===== config.mk =====
export PLATFORM = sky130hd
export DESIGN_NAME = synth_seq
export DESIGN_NICKNAME = d
export VERILOG_FILES = /design/src/rtl/synth_seq.sv
export SDC_FILE = /design/constraint.sdc
export NUM_CORES = 1
export LEC_CHECK = 0
export BUFFER_PORTS_ARGS = -buffer_cell sky130_fd_sc_hd__buf_2
export CAP_MARGIN = 20
export CORE_AREA = 2 2 68 70
export DETAILED_ROUTE_END_ITERATION = 10
export DIE_AREA = 0 0 70 72
export GPL_ROUTABILITY_DRIVEN = 0
export PLACE_DENSITY = 0.72
export SLEW_MARGIN = 25
export SYNTH_ARGS = -nofsm -noshare
export SYNTH_HDL_FRONTEND = slang
export SYNTH_SLANG_ARGS = --single-unit

===== constraint.sdc =====
create_clock -name clk -period 4.9 [get_ports clk]
set_input_delay 0 -clock clk [delete_from_list [all_inputs] [get_ports clk]]
set_output_delay 0 -clock clk [all_outputs]
set_load 0.005 [all_outputs]

===== src/rtl/synth_seq.sv =====
module synth_seq #(
  parameter int CYC_PER_US = 16,
  parameter int EN_US      = 110,
  parameter int HOP_US     = 11,
  parameter int TXUP_US    = 16,
  parameter int TXDN_US    = 32,
  parameter int CH_MIN     = 11,
  parameter int CH_MAX     = 26,
  parameter int F_BASE     = 2405,
  parameter int F_STEP     = 5
) (
  input  logic        clk,
  input  logic        rst_n,
  input  logic        enable,
  input  logic        ch_we,
  input  logic [4:0]  ch_wdata,
  input  logic        tx_start,
  input  logic        tx_end,
  output logic [4:0]  chan,
  output logic [11:0] freq_mhz,
  output logic        busy,
  output logic        ready,
  output logic        tx_ok,
  output logic        cf_cal,
  output logic        dcu_cal,
  output logic        irq_lock,
  output logic        irq_unlock
);
  localparam int EN_CYC   = CYC_PER_US * EN_US;
  localparam int HOP_CYC  = CYC_PER_US * HOP_US;
  localparam int TXUP_CYC = CYC_PER_US * TXUP_US;
  localparam int TXDN_CYC = CYC_PER_US * TXDN_US;
  localparam int MAX_A    = (EN_CYC > TXDN_CYC) ? EN_CYC : TXDN_CYC;
  localparam int MAX_B    = (HOP_CYC > TXUP_CYC) ? HOP_CYC : TXUP_CYC;
  localparam int MAX_CYC  = (MAX_A > MAX_B) ? MAX_A : MAX_B;
  localparam int CW       = $clog2(MAX_CYC + 1);
  localparam logic [4:0] LO = 5'(CH_MIN);
  localparam logic [4:0] HI = 5'(CH_MAX);

  typedef enum logic [2:0] {
    S_OFF, S_SETTLE, S_LOCK, S_HOP, S_TXUP, S_TXON, S_TXDN
  } st_t;

  st_t           st;
  logic [CW-1:0] cnt;
  logic [4:0]    chan_q;
  logic          irq_l, irq_u;

  wire wr_ok = ch_we && (ch_wdata >= LO) && (ch_wdata <= HI);
  wire done  = (cnt == '0);

  always_ff @(posedge clk) begin
    if (!rst_n) begin
      st     <= S_OFF;
      cnt    <= '0;
      chan_q <= LO;
      irq_l  <= 1'b0;
      irq_u  <= 1'b0;
    end else begin
      irq_l <= 1'b0;
      irq_u <= 1'b0;
      if (!done) cnt <= cnt - 1'b1;
      if (!enable) begin
        st  <= S_OFF;
        cnt <= '0;
        if (wr_ok) chan_q <= ch_wdata;
      end else begin
        case (st)
          S_OFF: begin
            if (wr_ok) chan_q <= ch_wdata;
            st  <= S_SETTLE;
            cnt <= CW'(EN_CYC - 1);
          end
          S_SETTLE: if (done) begin st <= S_LOCK; irq_l <= 1'b1; end
          S_LOCK: begin
            if (tx_start) begin
              st  <= S_TXUP;
              cnt <= CW'(TXUP_CYC - 1);
            end else if (wr_ok && ch_wdata != chan_q) begin
              chan_q <= ch_wdata;
              st     <= S_HOP;
              cnt    <= CW'(HOP_CYC - 1);
              irq_u  <= 1'b1;
            end
          end
          S_HOP:  if (done) begin st <= S_LOCK; irq_l <= 1'b1; end
          S_TXUP: if (done) st <= S_TXON;
          S_TXON: if (tx_end) begin st <= S_TXDN; cnt <= CW'(TXDN_CYC - 1); end
          S_TXDN: if (done) st <= S_LOCK;
          default: st <= S_OFF;
        endcase
      end
    end
  end

  assign chan       = chan_q;
  assign freq_mhz   = 12'(F_BASE + F_STEP * (int'(chan_q) - CH_MIN));
  assign busy       = (st == S_SETTLE) || (st == S_HOP) || (st == S_TXUP) || (st == S_TXDN);
  assign ready      = (st == S_LOCK) || (st == S_TXON);
  assign tx_ok      = (st == S_TXON);
  assign cf_cal     = (st == S_SETTLE) || (st == S_HOP);
  assign dcu_cal    = (st == S_SETTLE);
  assign irq_lock   = irq_l;
  assign irq_unlock = irq_u;

  assert_freq_range_R2: assert property (@(posedge clk) disable iff (!rst_n)
    (freq_mhz >= 12'(F_BASE)) && (freq_mhz <= 12'(F_BASE + F_STEP * (CH_MAX - CH_MIN))));
  assert_lock_after_cal_R4: assert property (@(posedge clk) disable iff (!rst_n)
    irq_lock |-> $past(cf_cal));
  assert_no_irq_tx_R7: assert property (@(posedge clk) disable iff (!rst_n)
    (tx_ok || (busy && !cf_cal)) |-> (!irq_lock && !irq_unlock));
  assert_quiet_return_R8: assert property (@(posedge clk) disable iff (!rst_n)
    ($past(busy) && !$past(cf_cal) && ready && !tx_ok) |-> !irq_lock);
  assert_abort_off_R9: assert property (@(posedge clk) disable iff (!rst_n)
    !enable |=> (!busy && !ready && !irq_lock && !irq_unlock));
  assert_lock_pulse_R11: assert property (@(posedge clk) disable iff (!rst_n)
    irq_lock |=> !irq_lock);
  assert_unlock_pulse_R11: assert property (@(posedge clk) disable iff (!rst_n)
    irq_unlock |=> !irq_unlock);
  assert_busy_ready_R11: assert property (@(posedge clk) disable iff (!rst_n)
    !(busy && ready));
endmodule


==> results of run 1 <==
-- worst max path at each step --
stage,from,to,cells after the start
finish,chan[0],freq_mhz[11],13
global route,chan[0],freq_mhz[11],13
CTS,chan[0],freq_mhz[9],14
detailed placement,chan[0],freq_mhz[11],13
global placement,chan[0],freq_mhz[9],14
floorplan,chan[0],freq_mhz[9],13
-- power groups by stage --
| stage | sequential (mW) | combinational, mW | clock (mW) |
|---|---|---|---|
| 3_3_place_gp | 0.199 | 0.301 | 0 |
| 2_1_floorplan | 0.195 | 0.221 | 0 |
| 5_1_grt | 0.198 | 0.346 | 0.130 |
| 4_1_cts | 0.196 | 0.308 | 0.122 |
| 3_5_place_dp | 0.200 | 0.306 | 0 |
| 6_report | 0.196 | 0.306 | 0.118 |
-- metrics by stage --
| step | hold WS, ps | area (µm²) | total power [mW] | std cells |
|---|---|---|---|---|
| 2_1_floorplan | 142.1 | 1822 | 0.4158 | 220 |
| 3_3_place_gp | 290.7 | 2031 | 0.4999 | 300 |
| 3_5_place_dp | 300.0 | 2031 | 0.5052 | 300 |
| 4_1_cts | 14.15 | 2079 | 0.6254 | 304 |
| 5_1_grt | 17.59 | 2079 | 0.6743 | 304 |
| 6_report | 12.27 | 2079 | 0.6190 | 304 |
-- flip-flops by register name, summed over array words and instances (netlist names) --
| register | flops |
|---|---|
| cnt | 11 |
| irq_unlock | 1 |
| chan | 5 |
| st | 3 |
| irq_lock | 1 |
-- layout by cell type, fill, tap and decap left out, drive strengths merged, types with 4 or more instances in the layout --
master	instances
or4	4
nor3	5
o211ai	6
ha	19
nor2	17
inv	14
nand2	18
o21a	4
mux2i	9
o21ai	6
nor2b	9
buf	34
a21oi	11
xor2	10
nand3	8
or3	4
dfxtp	21
xnor2	12
-- cell usage after synthesis (2+ instances only) --
| cell | count | area share [%] |
|---|---|---|
| a21oi_1 | 11 | 3.0 |
| a31o_2 | 2 | 0.96 |
| a31oi_1 | 2 | 0.69 |
| a41oi_1 | 2 | 0.96 |
| and2_1 | 2 | 0.69 |
| and3_1 | 3 | 1.0 |
| clkbuf_1 | 5 | 1.0 |
| dfxtp_1 | 21 | 23 |
| ha_1 | 19 | 13 |
| inv_1 | 14 | 2.9 |
| mux2i_1 | 9 | 4.9 |
| nand2_1 | 18 | 3.7 |
| nand3_1 | 8 | 2.2 |
| nand4_1 | 2 | 0.69 |
| nor2_1 | 17 | 3.5 |
| nor2b_1 | 9 | 3.1 |
| nor3_1 | 5 | 1.4 |
| o211ai_1 | 6 | 2.5 |
| o21a_1 | 4 | 1.6 |
| o21ai_0 | 5 | 1.4 |
| o21bai_1 | 2 | 0.82 |
| o22ai_1 | 2 | 0.69 |
| o31ai_1 | 2 | 0.82 |
| or3_1 | 4 | 1.4 |
| or4_1 | 3 | 1.2 |
| or4b_1 | 2 | 1.1 |
| xnor2_1 | 12 | 5.8 |
| xor2_1 | 10 | 4.8 |
-- area by class of cell --
class | count | area share, %
Inverter | 14 | 2.527
Clock buffer | 3 | 1.986
Multi-Input combinational cell | 179 | 63.60
Tap cell | 52 | 3.129
Clock inverter | 1 | 0.3610
Timing Repair Buffer | 34 | 8.183
Sequential cell | 21 | 20.22
-- per-layer routing --
metal / vias to the layer above / GRT usage, % / routed length, µm
li1: 855 / - / -
met1: 753 / 20.12 / 1856
met2: 29 / 26.56 / 1746
met3: 5 / 1.389 / 102
met4: 0 / 5.342 / 50
met5: - / 0 / 0
-- critical path: stages (launching register included) --
cell      delay, ps
dfxtp_1         420
ha_1            270
o21ai_0         200
xor2_1          240
inv_1            90
ha_1            280
inv_1            40
ha_1            280
ha_1            350
nand4_1         130
o211ai_1        290
o22ai_1         140
xor2_1          150
buf_2           160
-- cells by family (layout without fill, tap and decap cells) --
group / count (synthesis) / in the layout / share of synthesized area [%]
adder cells (fa/ha/maj): 20 / 20 / 14.15
AND/OR/NAND/NOR: 79 / 79 / 23.35
buffers and inverters: 20 / 52 / 4.327
flip-flops: 21 / 21 / 23.08
AO/OA/AOI/OAI: 48 / 48 / 18.95
multiplexers: 10 / 10 / 5.563
XOR/XNOR: 22 / 22 / 10.58
==> metrics.txt, run 1 <==
DRC Markers=0; fin util=48.77%; power per cell area=297.7 mW/mm²; Worst Tran Pin Value=663.8 ps; Max IR drop VDD=0.2033 mV; power share of the sequential group=31.6%; n_diodes=0; clk root buf=clkbuf_8; TritonCTS clock tree=built; syn avg cell area=8.281 µm²; Final ANT Viol Nets=0; internal cell power=0.3852 mW; ys async rst share=0%; Period minus WS final=3301 ps; GRT overflow=0; Clock Path Buffers=2; Crit. End Element=output port; Final setup viols=0; sequential cell area=420.4 µm²; Synth Register Bits=21; final wirelength=3755 µm; Setup CP Type=reg2out; starting density of the core=42.72%; Die ar.=0.005040 mm²; Reg2Reg Launch Point=cnt[0]; Die Ht=72 µm; clock sinks=21; final period utilization=67.36%; final hold viol count=0; first-pass GRT wire length=6486 µm; Seq/Total Area, Yosys=23.08%; routed length per instance=12.35 µm; RR Endpoint=st[0]; Syn-to-layout area delta=14.15%; Fillers=420; Sw Ratio=37.77%; CORE AREA=0.004264 mm²; r2r worst-path depth=7; Rows=24; crit-path max FO=10; via-per-instance ratio=5.401; Combinational Power Share=49.4%; Startpoint Class=register; cells after synthesis=220; post-route clock skew=6.380 ps; EDFF count, synth=0; TNS Setup=0 ps; Ys Warns=0; initial drt markers=30; largest net degree at the start of global routing=14; clock power share=19.0%; synth unique cells=47; vias in the first global route=1,487; HPWL after DPL=2946 µm; # nets final=284; drt first pass iters=4; hold path startpoint=ch_wdata[4]; Resize count post-CTS=0; CTS Hold Buffers Added=0; Min-Delay Endpoint=chan[4]; H-tree Lvls=1; Pins Over Slew Limit=0; Net Sw Power=0.2338 mW; Post-Syn Area=0.001822 mm²; die width=70 µm; crit path DAT=3300 ps; outcome=completed; dpl ws=1882 ps; post-CTS setup buffers=0; Hold Crit Depth=3; I/O pins=35; Critical Path RT=4900 ps; vias post-DR=1,642; Leak Pwr=0.9327 nW; worst min path class=in2reg; top_reg_cell synth=dfxtp_1; fmax=303.0 MHz; PortBufs=34; multi-input logic area=0.001323 mm²; R2R Setup Slk=2820 ps; initial antenna violation count=0; RSZ-0062 raised after global routing=no; Clk pin slew, worst setup/hold paths=80 ps; All-Layer GR Usage=15.33%; TritonCTS Buffers=3; slew margin rel.=55.58%; Worst-Skew Late Latency=260 ps; total of max-cap violations=0; Post-Syn Nets=251; proportion of layout cells with a drive suffix above 1=19.05%; Worst Slack Setup Final=1599 ps
Note: power is estimated with default switching activity, not from simulation.
==> run 2, diff against run 1 <==
- clock period: 4.9 -> 3.11 ns (I/O delays scaled with it)
==> metrics.txt, run 2 (synthesis gave the netlist of run 1 again) <==
PortBufs=34 (unchanged); slew margin rel.=61.97% (+6.4 points); final period utilization=95.82%; largest net degree at the start of global routing=14 (unchanged); TritonCTS clock tree=built; TritonCTS Buffers=3 (unchanged); Clock Path Buffers=2 (unchanged); Final setup viols=0 (unchanged); worst min path class=in2reg; drt first pass iters=4 (unchanged); clock power share=17.5% (-1.5 points); I/O pins=35 (unchanged); via-per-instance ratio=5.398 (about the same); # nets final=294 (+3.5%); Fillers=412 (-1.9%); first-pass GRT wire length=6582 µm (+1.5%); GRT overflow=0 (unchanged); cell mode on critical path=ha_4; CP bufs+invs=1 (-2); Net Sw Power=0.4025 mW (+72%); Worst Tran Pin Value=570.4 ps (-93.39 ps); DRC Markers=0 (unchanged); total of max-cap violations=0 (unchanged); most frequent cells in the layout=buf_2, dfxtp_1, nand2_1; Crit. End Element=output port; number of non-filler instances in the completed layout=314 (+3.3%); CP max stage cell=fa_1; crit-path max FO=3 (-7); Leak Pwr=0.9852 nW (+5.6%); H-tree Lvls=1 (unchanged); CORE AREA=0.004264 mm² (unchanged); crit path DAT=2980 ps (-320 ps); All-Layer GR Usage=15.84% (+0.51 points); vias post-DR=1,695 (+3.2%); Syn-to-layout area delta=23.76%; Startpoint Class=register; Worst-Skew Late Latency=270 ps (about the same); outcome=completed; initial drt markers=68 (+130%); Setup CP Type=reg2out; commonest non-fill, non-tap cell in the layout=buf_2; Hold WS=2.423 ps (-9.851 ps); Final ANT Viol Nets=0 (unchanged); Period minus WS final=2980 ps; final hold viol count=0 (unchanged); power per cell area=473.0 mW/mm² (+59%); vias in the first global route=1,481 (-0.40%); n_diodes=0 (unchanged); Rows=24 (unchanged); DP Cell Count=304 (+1.3%); Die Ht=72 µm (unchanged); clk root buf=clkbuf_8; critical path's top delay family=adder cells; internal cell power=0.6640 mW (+72%); fmax=335.6 MHz; Die ar.=0.005040 mm² (unchanged); slowest stage delay, CP=430 ps (about the same); starting density of the core=42.72% (unchanged); post-route clock skew=2.677 ps (-3.703 ps); final wirelength=4052 µm (+7.9%); critical path, cell by cell=ha_4 > o21ai_4 > xor2_2 > ha_2 > fa_1 > ha_4 > nand4_1 > o211ai_1 > o21a_1 > nor2_1 > xnor2_1 > buf_2; proportion of layout cells with a drive suffix above 1=27.86% (+8.8 points); Clk pin slew, worst setup/hold paths=80 ps (about the same); power share of the sequential group=28.7% (-2.9 points); routed length per instance=12.90 µm (+4.5%); initial antenna violation count=0 (unchanged); Pins Over Slew Limit=0 (unchanged); HPWL after DPL=3021 µm (+2.6%); Combinational Power Share=53.8% (+4.4 points); die width=70 µm (unchanged); RSZ-0062 raised after global routing=yes; Reg with most FFs=cnt; Critical Path RT=3110 ps (-1790 ps); Sw Ratio=37.74% (about the same); Max IR drop VDD=0.2285 mV (+12%); max FFs per register=11 (unchanged); clock sinks=21 (unchanged)
[run 2: cell types whose count changed in the layout (fill, tap and decap cells not counted), sizes merged]
cell	delta
buf	+10
clkinvlp	-1
clkinv	+1
[run 2: metrics by stage]
stage,area (µm²),power (mW),utilization [%],worst slack [ps],TNS [ps]
after floorplan,1822,0.6552,-,417.0,0
after global placement,2061,0.7951,48.33,278.9,0
after detailed placement,2061,0.8067,48.33,129.6,0
after CTS,2151,1.027,50.44,1.730,0
after global routing,2255,1.155,52.88,-91.12,-107.5
final,2255,1.067,52.88,130.0,0
[run 2: power by group through the flow]
stage | registers (mW) | clock network [mW] | logic [mW]
after detailed placement | 0.311 | 0 | 0.496
after global routing | 0.309 | 0.206 | 0.640
after floorplan | 0.307 | 0 | 0.348
after global placement | 0.311 | 0 | 0.485
final | 0.307 | 0.186 | 0.574
after CTS | 0.305 | 0.190 | 0.532
[run 2: area by class of cell]
cell class              count  area, µm²  share of cell area, %
clock inverters             1      5.005                 0.2220
clock buffers               3      41.29                  1.831
multi-input cells         179       1420                  62.99
inverters                  14      52.55                  2.331
well taps                  52      65.06                  2.886
repair buffers             44      245.2                  10.88
flip-flops and latches     21      425.4                  18.87
[run 2: worst paths after layout]
path / from / slack [ps] / endpoint / depth (start not counted)
worst max-delay path: chan[1] / 130 / freq_mhz[9] / 12
worst min-delay path: ch_wdata[2] / 2 / chan[2] / 3
worst max register to register: cnt[0] / 1030 / st[0] / 7
worst min register to register: cnt[3] / 540 / cnt[3] / 2
[run 2: layer usage]
| metal | track usage, % | vias to the layer above | share of wire (%) |
|---|---|---|---|
| met5 | 0 | - | 0 |
| li1 | - | 874 | - |
| met4 | 7.265 | 0 | 2.0 |
| met2 | 27.94 | 34 | 49 |
| met3 | 1.389 | 9 | 3.6 |
| met1 | 19.74 | 778 | 45 |
[run 2: repair_timing]
item,in CTS,in global routing
resized for setup,5,14
buffers inserted,2,4
endpoints found under the setup margin,3,5
hold buffers,0,0
hold endpoints to repair,0,0
pin swaps,4,7
gates cloned,0,0
[run 2: worst register-to-register path, stage by stage, from the launching register on]
cell      delay, ps
dfxtp_1         340
inv_1           120
ha_1            220
nor4b_1         340
and3_1          310
o22ai_2         170
or4_1           430
o211ai_1         90
